`config.mk`:
```
export PLATFORM = sky130hd
export DESIGN_NAME = vib_phase_seek
export DESIGN_NICKNAME = d
export VERILOG_FILES = /design/src/rtl/vib_phase_pkg.sv /design/src/rtl/vib_phase_dp.sv /design/src/rtl/vib_phase_ctrl.sv /design/src/rtl/vib_phase_seek.sv
export SDC_FILE = /design/constraint.sdc
export NUM_CORES = 1
export LEC_CHECK = 0
export BUFFER_PORTS_ARGS = -buffer_cell sky130_fd_sc_hd__buf_4
export CORE_MARGIN = 2
export CORE_UTILIZATION = 45
export DETAILED_ROUTE_END_ITERATION = 6
export GPL_TIMING_DRIVEN = 0
export PLACE_DENSITY = 0.68
export SETUP_SLACK_MARGIN = 0.2
export SLEW_MARGIN = 15
export SYNTH_ARGS = -nofsm -noshare
export SYNTH_HDL_FRONTEND = slang
export SYNTH_SLANG_ARGS = --single-unit
export TNS_END_PERCENT = 5
```
`constraint.sdc`:
```
create_clock -name clk -period 4.42 [get_ports clk]
set_input_delay 0.663 -clock clk [delete_from_list [all_inputs] [get_ports clk]]
set_output_delay 0.663 -clock clk [all_outputs]
set_load 0.05 [all_outputs]
```
`src/rtl/vib_phase_pkg.sv`:
```
package vib_phase_pkg;
  typedef enum logic [1:0] {ST_IDLE, ST_SEARCH, ST_LOCK} seekState_t;

  typedef struct packed {
    logic clear;
    logic step;
    logic flip;
    logic commit;
  } dpStrobe_t;
endpackage

```
`src/rtl/vib_phase_dp.sv`:
```
module vib_phase_dp
  import vib_phase_pkg::*;
#(
  parameter int CODE_W  = 8,
  parameter int CNT_W   = 16,
  parameter int SHIFT_W = 4
) (
  input  logic               clk,
  input  logic               rst_n,
  input  dpStrobe_t          st,
  input  logic [CODE_W-1:0]  calCode,
  input  logic [CNT_W-1:0]   lowThresh,
  input  logic [CODE_W-1:0]  coarseStep,
  input  logic [SHIFT_W-1:0] relockShift,
  input  logic [CNT_W-1:0]   energyCount,
  output logic               sweepEnd,
  output logic               belowBound,
  output logic [CODE_W-1:0]  delayCode,
  output logic               invPol
);
  localparam int SUM_W = CODE_W + 1;

  logic [CNT_W-1:0]  curBestCnt, p0Cnt, storedMax;
  logic [CODE_W-1:0] curBestCode, p0Code;
  logic [CNT_W-1:0]  candCnt, bound;
  logic [CODE_W-1:0] candCode, stepAmt;
  logic [SUM_W-1:0]  nextSum;
  logic              better;

  always_comb begin
    better     = energyCount > curBestCnt;
    candCnt    = better ? energyCount : curBestCnt;
    candCode   = better ? delayCode : curBestCode;
    stepAmt    = (energyCount < lowThresh) ? coarseStep : CODE_W'(1);
    nextSum    = {1'b0, delayCode} + {1'b0, stepAmt};
    sweepEnd   = nextSum > {1'b0, calCode};
    bound      = storedMax - (storedMax >> relockShift);
    belowBound = energyCount < bound;
  end

  always_ff @(posedge clk or negedge rst_n) begin
    if (!rst_n) begin
      curBestCnt  <= '0;
      curBestCode <= '0;
      p0Cnt       <= '0;
      p0Code      <= '0;
      storedMax   <= '0;
      delayCode   <= '0;
      invPol      <= 1'b0;
    end else if (st.clear) begin
      curBestCnt  <= '0;
      curBestCode <= '0;
      p0Cnt       <= '0;
      p0Code      <= '0;
      delayCode   <= '0;
      invPol      <= 1'b0;
    end else if (st.step) begin
      curBestCnt  <= candCnt;
      curBestCode <= candCode;
      delayCode   <= nextSum[CODE_W-1:0];
    end else if (st.flip) begin
      p0Cnt       <= candCnt;
      p0Code      <= candCode;
      curBestCnt  <= '0;
      curBestCode <= '0;
      delayCode   <= '0;
      invPol      <= 1'b1;
    end else if (st.commit) begin
      if (candCnt > p0Cnt) begin
        delayCode <= candCode;
        invPol    <= 1'b1;
        storedMax <= candCnt;
      end else begin
        delayCode <= p0Code;
        invPol    <= 1'b0;
        storedMax <= p0Cnt;
      end
    end
  end


  flip_restart_chk: assert property (@(posedge clk) disable iff (!rst_n)
    st.flip |=> (invPol && delayCode == '0));

  step_forward_chk: assert property (@(posedge clk) disable iff (!rst_n)
    st.step |=> delayCode > $past(delayCode));

  step_bounded_chk: assert property (@(posedge clk) disable iff (!rst_n)
    st.step |=> delayCode <= $past(calCode));

  commit_best_chk: assert property (@(posedge clk) disable iff (!rst_n)
    st.commit |=> storedMax >= $past(p0Cnt));

  hold_code_chk: assert property (@(posedge clk) disable iff (!rst_n)
    (st == '0) |=> ($stable(delayCode) && $stable(invPol)));
endmodule

```
`src/rtl/vib_phase_ctrl.sv`:
```
module vib_phase_ctrl
  import vib_phase_pkg::*;
#(
  parameter int SUB_RATE = 4
) (
  input  logic      clk,
  input  logic      rst_n,
  input  logic      start,
  input  logic      energyValid,
  input  logic      sweepEnd,
  input  logic      belowBound,
  input  logic      invPol,
  output dpStrobe_t st,
  output logic      locked
);
  localparam int SUB_W = $clog2(SUB_RATE) + 1;
  localparam logic [SUB_W-1:0] SUB_LAST = SUB_W'(SUB_RATE - 1);

  seekState_t       state;
  logic [SUB_W-1:0] subCnt;
  logic             subHit;

  assign subHit = energyValid && (subCnt == SUB_LAST);

  always_comb begin
    st = '0;
    if (start) begin
      st.clear = 1'b1;
    end else begin
      case (state)
        ST_SEARCH:
          if (energyValid) begin
            if (!sweepEnd)    st.step   = 1'b1;
            else if (!invPol) st.flip   = 1'b1;
            else              st.commit = 1'b1;
          end
        ST_LOCK:
          if (subHit && belowBound) st.clear = 1'b1;
        default: ;
      endcase
    end
  end

  always_ff @(posedge clk or negedge rst_n) begin
    if (!rst_n) begin
      state  <= ST_IDLE;
      locked <= 1'b0;
      subCnt <= '0;
    end else if (st.clear) begin
      state  <= ST_SEARCH;
      locked <= 1'b0;
      subCnt <= '0;
    end else if (st.commit) begin
      state  <= ST_LOCK;
      locked <= 1'b1;
      subCnt <= '0;
    end else if (state == ST_LOCK && energyValid) begin
      subCnt <= subHit ? '0 : subCnt + 1'b1;
    end
  end


  search_unlocked_chk: assert property (@(posedge clk) disable iff (!rst_n)
    (state == ST_SEARCH) |-> !locked);

  start_restart_chk: assert property (@(posedge clk) disable iff (!rst_n)
    start |=> (state == ST_SEARCH && !locked));

  commit_second_chk: assert property (@(posedge clk) disable iff (!rst_n)
    st.commit |-> invPol);

  sub_range_chk: assert property (@(posedge clk) disable iff (!rst_n)
    subCnt <= SUB_LAST);
endmodule

```
`src/rtl/vib_phase_seek.sv`:
```
module vib_phase_seek
  import vib_phase_pkg::*;
#(
  parameter int CODE_W   = 8,
  parameter int CNT_W    = 16,
  parameter int SHIFT_W  = 4,
  parameter int SUB_RATE = 4
) (
  input  logic               clk,
  input  logic               rst_n,
  input  logic               start,
  input  logic [CODE_W-1:0]  calCode,
  input  logic [CNT_W-1:0]   lowThresh,
  input  logic [CODE_W-1:0]  coarseStep,
  input  logic [SHIFT_W-1:0] relockShift,
  input  logic [CNT_W-1:0]   energyCount,
  input  logic               energyValid,
  output logic [CODE_W-1:0]  delayCode,
  output logic               invPol,
  output logic               locked
);
  dpStrobe_t st;
  logic      sweepEnd, belowBound;

  vib_phase_ctrl #(.SUB_RATE(SUB_RATE)) u_ctrl (
    .clk(clk), .rst_n(rst_n), .start(start), .energyValid(energyValid),
    .sweepEnd(sweepEnd), .belowBound(belowBound), .invPol(invPol),
    .st(st), .locked(locked)
  );

  vib_phase_dp #(.CODE_W(CODE_W), .CNT_W(CNT_W), .SHIFT_W(SHIFT_W)) u_dp (
    .clk(clk), .rst_n(rst_n), .st(st), .calCode(calCode),
    .lowThresh(lowThresh), .coarseStep(coarseStep), .relockShift(relockShift),
    .energyCount(energyCount), .sweepEnd(sweepEnd), .belowBound(belowBound),
    .delayCode(delayCode), .invPol(invPol)
  );
endmodule

```
; Yosys cells after proc, flatten, opt, wreduce, memory -nomap -nowiden
; Cells that the tools add are included.
[classes]
n_addsub = 3
mul = 0
div_mod_pow = 0
n_lt_le_gt_ge = 5
eq_ne = 4
shift = 1
muxes = 44
bitwise = 3
reduce_logical = 12
[op_table]
columns = cell, n
row1 = $mux W16, 8
row2 = $mux W8, 13
row3 = $gt A16 B16 Y1, 2
row4 = $lt A16 B16 Y1, 2
row5 = $mux W3, 7
row6 = $shr A16 B4 Y16, 1
row7 = $sub A16 B16 Y16, 1
row8 = $mux W1, 13
row9 = $add A8 B8 Y9, 1
row10 = $gt A9 B8 Y1, 1
row11 = $reduce_bool A3 Y1, 3
row12 = $mux W2, 3
row13 = $reduce_and A2 Y1, 2
row14 = $reduce_and A4 Y1, 1
row15 = $reduce_bool A2 Y1, 2
row16 = $reduce_bool A4 Y1, 1
row17 = $add A3 B1 Y3 const B, 1
row18 = $eq A3 B2 Y1 const B, 1
row19 = $logic_and A1 B1 Y1, 3
row20 = $not A1 Y1, 3
row21 = $eq A2 B1 Y1 const B, 1
row22 = $eq A2 B2 Y1 const B, 1
row23 = $ne A2 B1 Y1 const B, 1
[totals]
ff_bits = 79
latchBits = 0
ram_bits = 0
romBits = 0
input_bits = 56
out_inout_bits = 10
word_cells = 82
memories = 0

; Longest topological paths before layout
[depth]
ltp_word = 12
mapped_depth = 29
mapped_depth_nobuf = 26

; Modules after synthesis
; From an unflattened synthesis, not the netlist that was laid out.
[hier_totals]
hier_cells = 784
area_unflattened_um2 = 6885.4
[by_module_without_submodules]
columns = mod, n_inst, cells_each, area_per_inst_um2, seq_area_each_um2
row1 = vib_phase_dp, 1, 755, 6602.6, 1826.8
row2 = vib_phase_ctrl, 1, 29, 282.8, 125.1

; Worst setup path after synthesis
; OpenSTA, ideal clock, no wires.
[synth_timing]
kind = input to register
from = input port relockShift[1]
to = register u_dp.storedMax[13]
setup_ps = 121
t_arrival_ps = 5243
required_time_ps = 4299
path_slack_ps = -944
stages = 27
path_buffers = 4
path_cell_list = clkbuf_1 > clkbuf_1 > mux2i_1 > nand2_1 > o211ai_1 > o21ai_0 > mux2_2 > ha_1 > inv_1 > fa_1 > a21oi_1 > o21ai_0 > o221ai_1 > o211a_1 > a21oi_1 > o21ai_0 > nand2b_1 > xnor2_1 > ha_1 > nand4_1 > a21o_1 > a311o_1 > or3_1 > buf_6 > buf_6 > nand2_1 > o21ai_2
[synth_via]
elab_chain_len = 9
[synth_lines]
columns = element, line_no
row1 = start: declaration, vib_phase_seek.sv:15  ; input logic [SHIFT_W-1:0] relockShift,
row2 = $shr A16 B4 Y16, vib_phase_dp.sv:37  ; bound = storedMax - (storedMax >> relockShift);
row3 = $sub A16 B16 Y16, vib_phase_dp.sv:37
row4 = $lt A16 B16 Y1, vib_phase_dp.sv:38  ; belowBound = energyCount < bound;
row5 = $logic_and A1 B1 Y1, vib_phase_ctrl.sv:38  ; if (subHit && belowBound) st.clear = 1'b1;
row6 = $mux W1, vib_phase_ctrl.sv:38
row7 = $mux W1, vib_phase_ctrl.sv:30  ; case (state)
row8 = $mux W1, vib_phase_ctrl.sv:27  ; if (start) begin
row9 = $not A1 Y1 (no line), -
row10 = $reduce_and A4 Y1 (no line), -
row11 = end signal: assignment, vib_phase_dp.sv:72  ; storedMax <= candCnt;
row12 = end signal: assignment, vib_phase_dp.sv:76  ; storedMax <= p0Cnt;
row13 = end: declaration, vib_phase_dp.sv:23  ; logic [CNT_W-1:0] curBestCnt, p0Cnt, storedMax;
; No other way between the ends.
; A chain may end at the register's enable or synchronous reset.

; Worst setup path after layout
; Same ends and word-level chain as after synthesis.

==> key figures <==
Critical path
  – Worst-path maximum fanout: 10
  – CP peak stage delay: approximately 0.41 ns
  – Worst EP arrival: approximately 5.3 ns
  – Critical path type: in2reg
  – Worst setup EP type: register
  – Startpoint Class: primary input
  – Slowest CP cell: or3_4
  – Worst EP required: 4.64 ns

GRT
  – Tot GR Track Use: 23.9%
  – Largest net degree at the start of global routing: 79
  – Most Used Layer, Global Route: met2
  – Initial antenna violation count: 0
  – GRT met2 Usage: 41.6%
  – M1 GR Usage: 31.0%
  – Total gr overflow: 0
  – Met3 global-route usage: 2.51%
  – Global-route wire length before repair: just over 30,000 um
  – Vias in the first global route: 6,055

Placed design
  – Hpwl dp: 14,400 um
  – Place WS: -1.76 ns
  – IO Port Bufs: 63
  – Dpl cells: roughly 1,100
  – Global placement routability congestion: 0.881

Synth
  – Mapped Cells: roughly 840
  – Yosys top cell by area: dfrtp_1
  – Distinct cells, synth: 57
  – Syn avg cell area: 8.14 um2
  – Mapped Area: around 6900 um2
  – Yosys warns: 0
  – Sequential area share after synthesis: between 20% and 30%
  – Post-synth EDFFs: 0
  – Mapped Nets: about 1,000
  – Largest cells by area after synthesis: dfrtp_1 (28%), ha_1 (17%), nand2_1 (6.7%)
  – Post-synthesis async set-or-reset flop share: between 90% and 100%
  – Flops & latches, synth: approximately 80
  – Dominant synthesized flop cell: dfrtp_1
  – Post-synth top area share: about 28%

Timing
  – Worst Skew: just over 0.008 ns
  – Hold slack: around 0.47 ns
  – Slew headroom: a little under a third
  – Final Hold Viols: 0
  – Slew Viols, Final: 0
  – Final setup margin: -0.661 ns
  – Final setup vio count: just under 80
  – F_max: about 200 MHz
  – Tcrit/Tclk final: 115%
  – Tightest Pin Transition: approximately 1.0 ns
  – Fin crit period: between 5 and 6 ns
  – RSZ-0062 raised after global routing: true

Layout
  – Synth-to-layout area growth: 25.0%
  – Nets: 1,094
  – Layout cells sized above 1: between 20 and 25%
  – Fillers: approximately 1,400
  – Antenna Cells: 0
  – Commonest cells after routing, fill and taps aside: nand2_1 (116), ha_1 (91), inv_1 (84), buf_4 (82), dfrtp_1 (78)
  – Most common cell after layout, fill and taps aside: nand2_1
  – Area of the multi-input gates: ~4700 um2
  – Final Instance Count excl. Fillers: 1,135
  – Final core utilization: 57.1%
  – Register area: about 2000 um2

Detailed routing
  – Remaining DRCs: 0
  – Initial DRT Pass Iterations: 5
  – Drt wl/cell: between 15 and 20 um
  – DR vias/cell: 5.57
  – DR vias: 6,321
  – Post-route ant nets: 0
  – Post-Route WL: around 19,000 um
  – DR iter-0 viols: 370

Power and ir drop
  – Switching share of power: roughly half
  – Peak supply drop: between 0.0004 and 0.0005 V
  – Switching pwr: 2.78 mW
  – Leakage: between 4 and 5 nW
  – Clk pwr share: roughly an eighth
  – Int Power: about 3.0 mW
  – Total power: approximately 5.8 mW
  – Part of the power in combinational logic: 67.9%
  – Sequential fraction of design power: about a fifth
  – PD cells: 673 nW/um2

Floorplan
  – Site Rows: 45
  – Die X: around 130 um
  – Core footprint: between 15,000 and 20,000 um2
  – Starting Density: a little under half
  – I/O pin count: 66
  – Die area: between 15,000 and 20,000 um2
  – Die Y: around 130 um

Run status
  – Failing checks: negative setup slack
  – Run status: complete, but fails checks

CTS
  – CTS tree: built
  – Skew-Pair Late Insertion Delay: 0.34 ns
  – Total CTS buffers: 9
  – Root Driver: clkbuf_16
  – Clk slew on worst S/H paths: around 0.060 ns
  – H-tree levels: 3
  – Sink Count: 78
  – Longest Clk Path Bufs: 2

Run
  – Max cap viols: 0

Min path
  – Worst Hold Class: in2async
worst paths after layout:
kind	start	endpoint	slack, ns	cells past startpoint
worst max register to register	u_dp.curBestCnt[14]$_DFFE_PN0P_	u_dp.storedMax[13]$_DFFE_PN0P_	-0.55	21
worst min register to register	u_dp.storedMax[0]$_DFFE_PN0P_	u_dp.storedMax[0]$_DFFE_PN0P_	0.49	2
worst min-delay path	rst_n	u_dp.curBestCnt[14]$_DFFE_PN0P_	0.47	1
worst max-delay path	relockShift[1]	u_dp.storedMax[13]$_DFFE_PN0P_	-0.66	27
min in group clk	u_dp.storedMax[0]$_DFFE_PN0P_	u_dp.storedMax[0]$_DFFE_PN0P_	0.49	2
max in group asynchronous	rst_n	u_dp.delayCode[0]$_DFFE_PN0P_	3.27	1
layer usage:
metal | wire length (um) | vias up
li1 | - | 3172
met1 | 8550 | 2984
met2 | 9330 | 133
met3 | 674 | 32
met4 | 483 | 0
met5 | 0 | -
critical path, delay by kind of cell:
kind,cells,cell delay (ns)
xor+xnor,1,0.08
mux,2,0.54
fa+ha+maj,3,0.71
simple gates,5,0.80
buf+inv,5,0.73
compound gates,11,1.77
cell families (layout without fill, tap and decap cells):
family	count (synthesis)	after routing	share of synthesized area [%]
flip-flops	78	78	28.4
multiplexers	44	44	6.47
AND/OR/NAND/NOR	251	251	16.3
AO/OA/AOI/OAI	236	236	21.5
buffers and inverters	122	226	7.51
adder cells (fa/ha/maj)	96	96	17.7
XOR/XNOR	16	16	2.04
timing repair:
action	in CTS	in global routing
resized for setup	96	17
pin swaps	37	5
hold endpoints to repair	0	0
hold buffers	0	0
gates cloned	2	1
buffers inserted	18	4
endpoints found under the setup margin	78	78
through the flow:
stage / setup TNS, ns / instance area, um2
2_1_floorplan: -35.55 / 6960
3_3_place_gp: -119.39 / 7670
3_5_place_dp: -119.23 / 7670
4_1_cts: -40.20 / 8470
5_1_grt: -64.62 / 8580
6_report: -43.23 / 8580
state kept, by name, summed over array words and instances (netlist names), 2 cells and up:
name / count
u_dp.curBestCode: 8
u_dp.storedMax: 16
u_ctrl.subCnt: 3
u_ctrl.state: 2
u_dp.curBestCnt: 16
u_dp.p0Cnt: 16
u_dp.p0Code: 8
u_dp.delayCode: 8
final cells by class:
type	instances	share of cell area [%]
tap	188	2.74
buffer	34	3.56
multi-input combinational	643	54.9
sequential	78	22.7
clock inverter	6	0.525
timing repair buffer	88	8.77
inverter	88	3.99
clock buffer	10	2.78
synthesized netlist by cell type (all sizes together), types with 2 or more instances:
master,instances
nand2b,15
or3,3
mux2i,41
a211oi,30
a22o,8
clkbuf,14
o211ai,9
o21ai,109
buf,20
inv,88
a31o,2
or2,2
nor3b,2
fa,2
dfrtp,78
a32oi,6
a21boi,2
xnor2,11
nand3,15
nor4,3
o221ai,3
mux2,3
ha,94
and3b,2
xor2,5
a21oi,39
nor2,54
nor3,7
nor2b,6
nand3b,5
a21o,8
o21a,7
nand4,12
nand2,122
power groups by stage:
stage	combinational, mW	clock (mW)	sequential, mW
after detailed placement	3.34	0	1.14
after floorplan	2.38	0	1.20
after global placement	3.29	0	1.13
after global routing	4.37	0.749	1.17
final	3.92	0.713	1.14
after CTS	3.79	0.718	1.13
No activity file was read; power rests on OpenSTA's default activity.
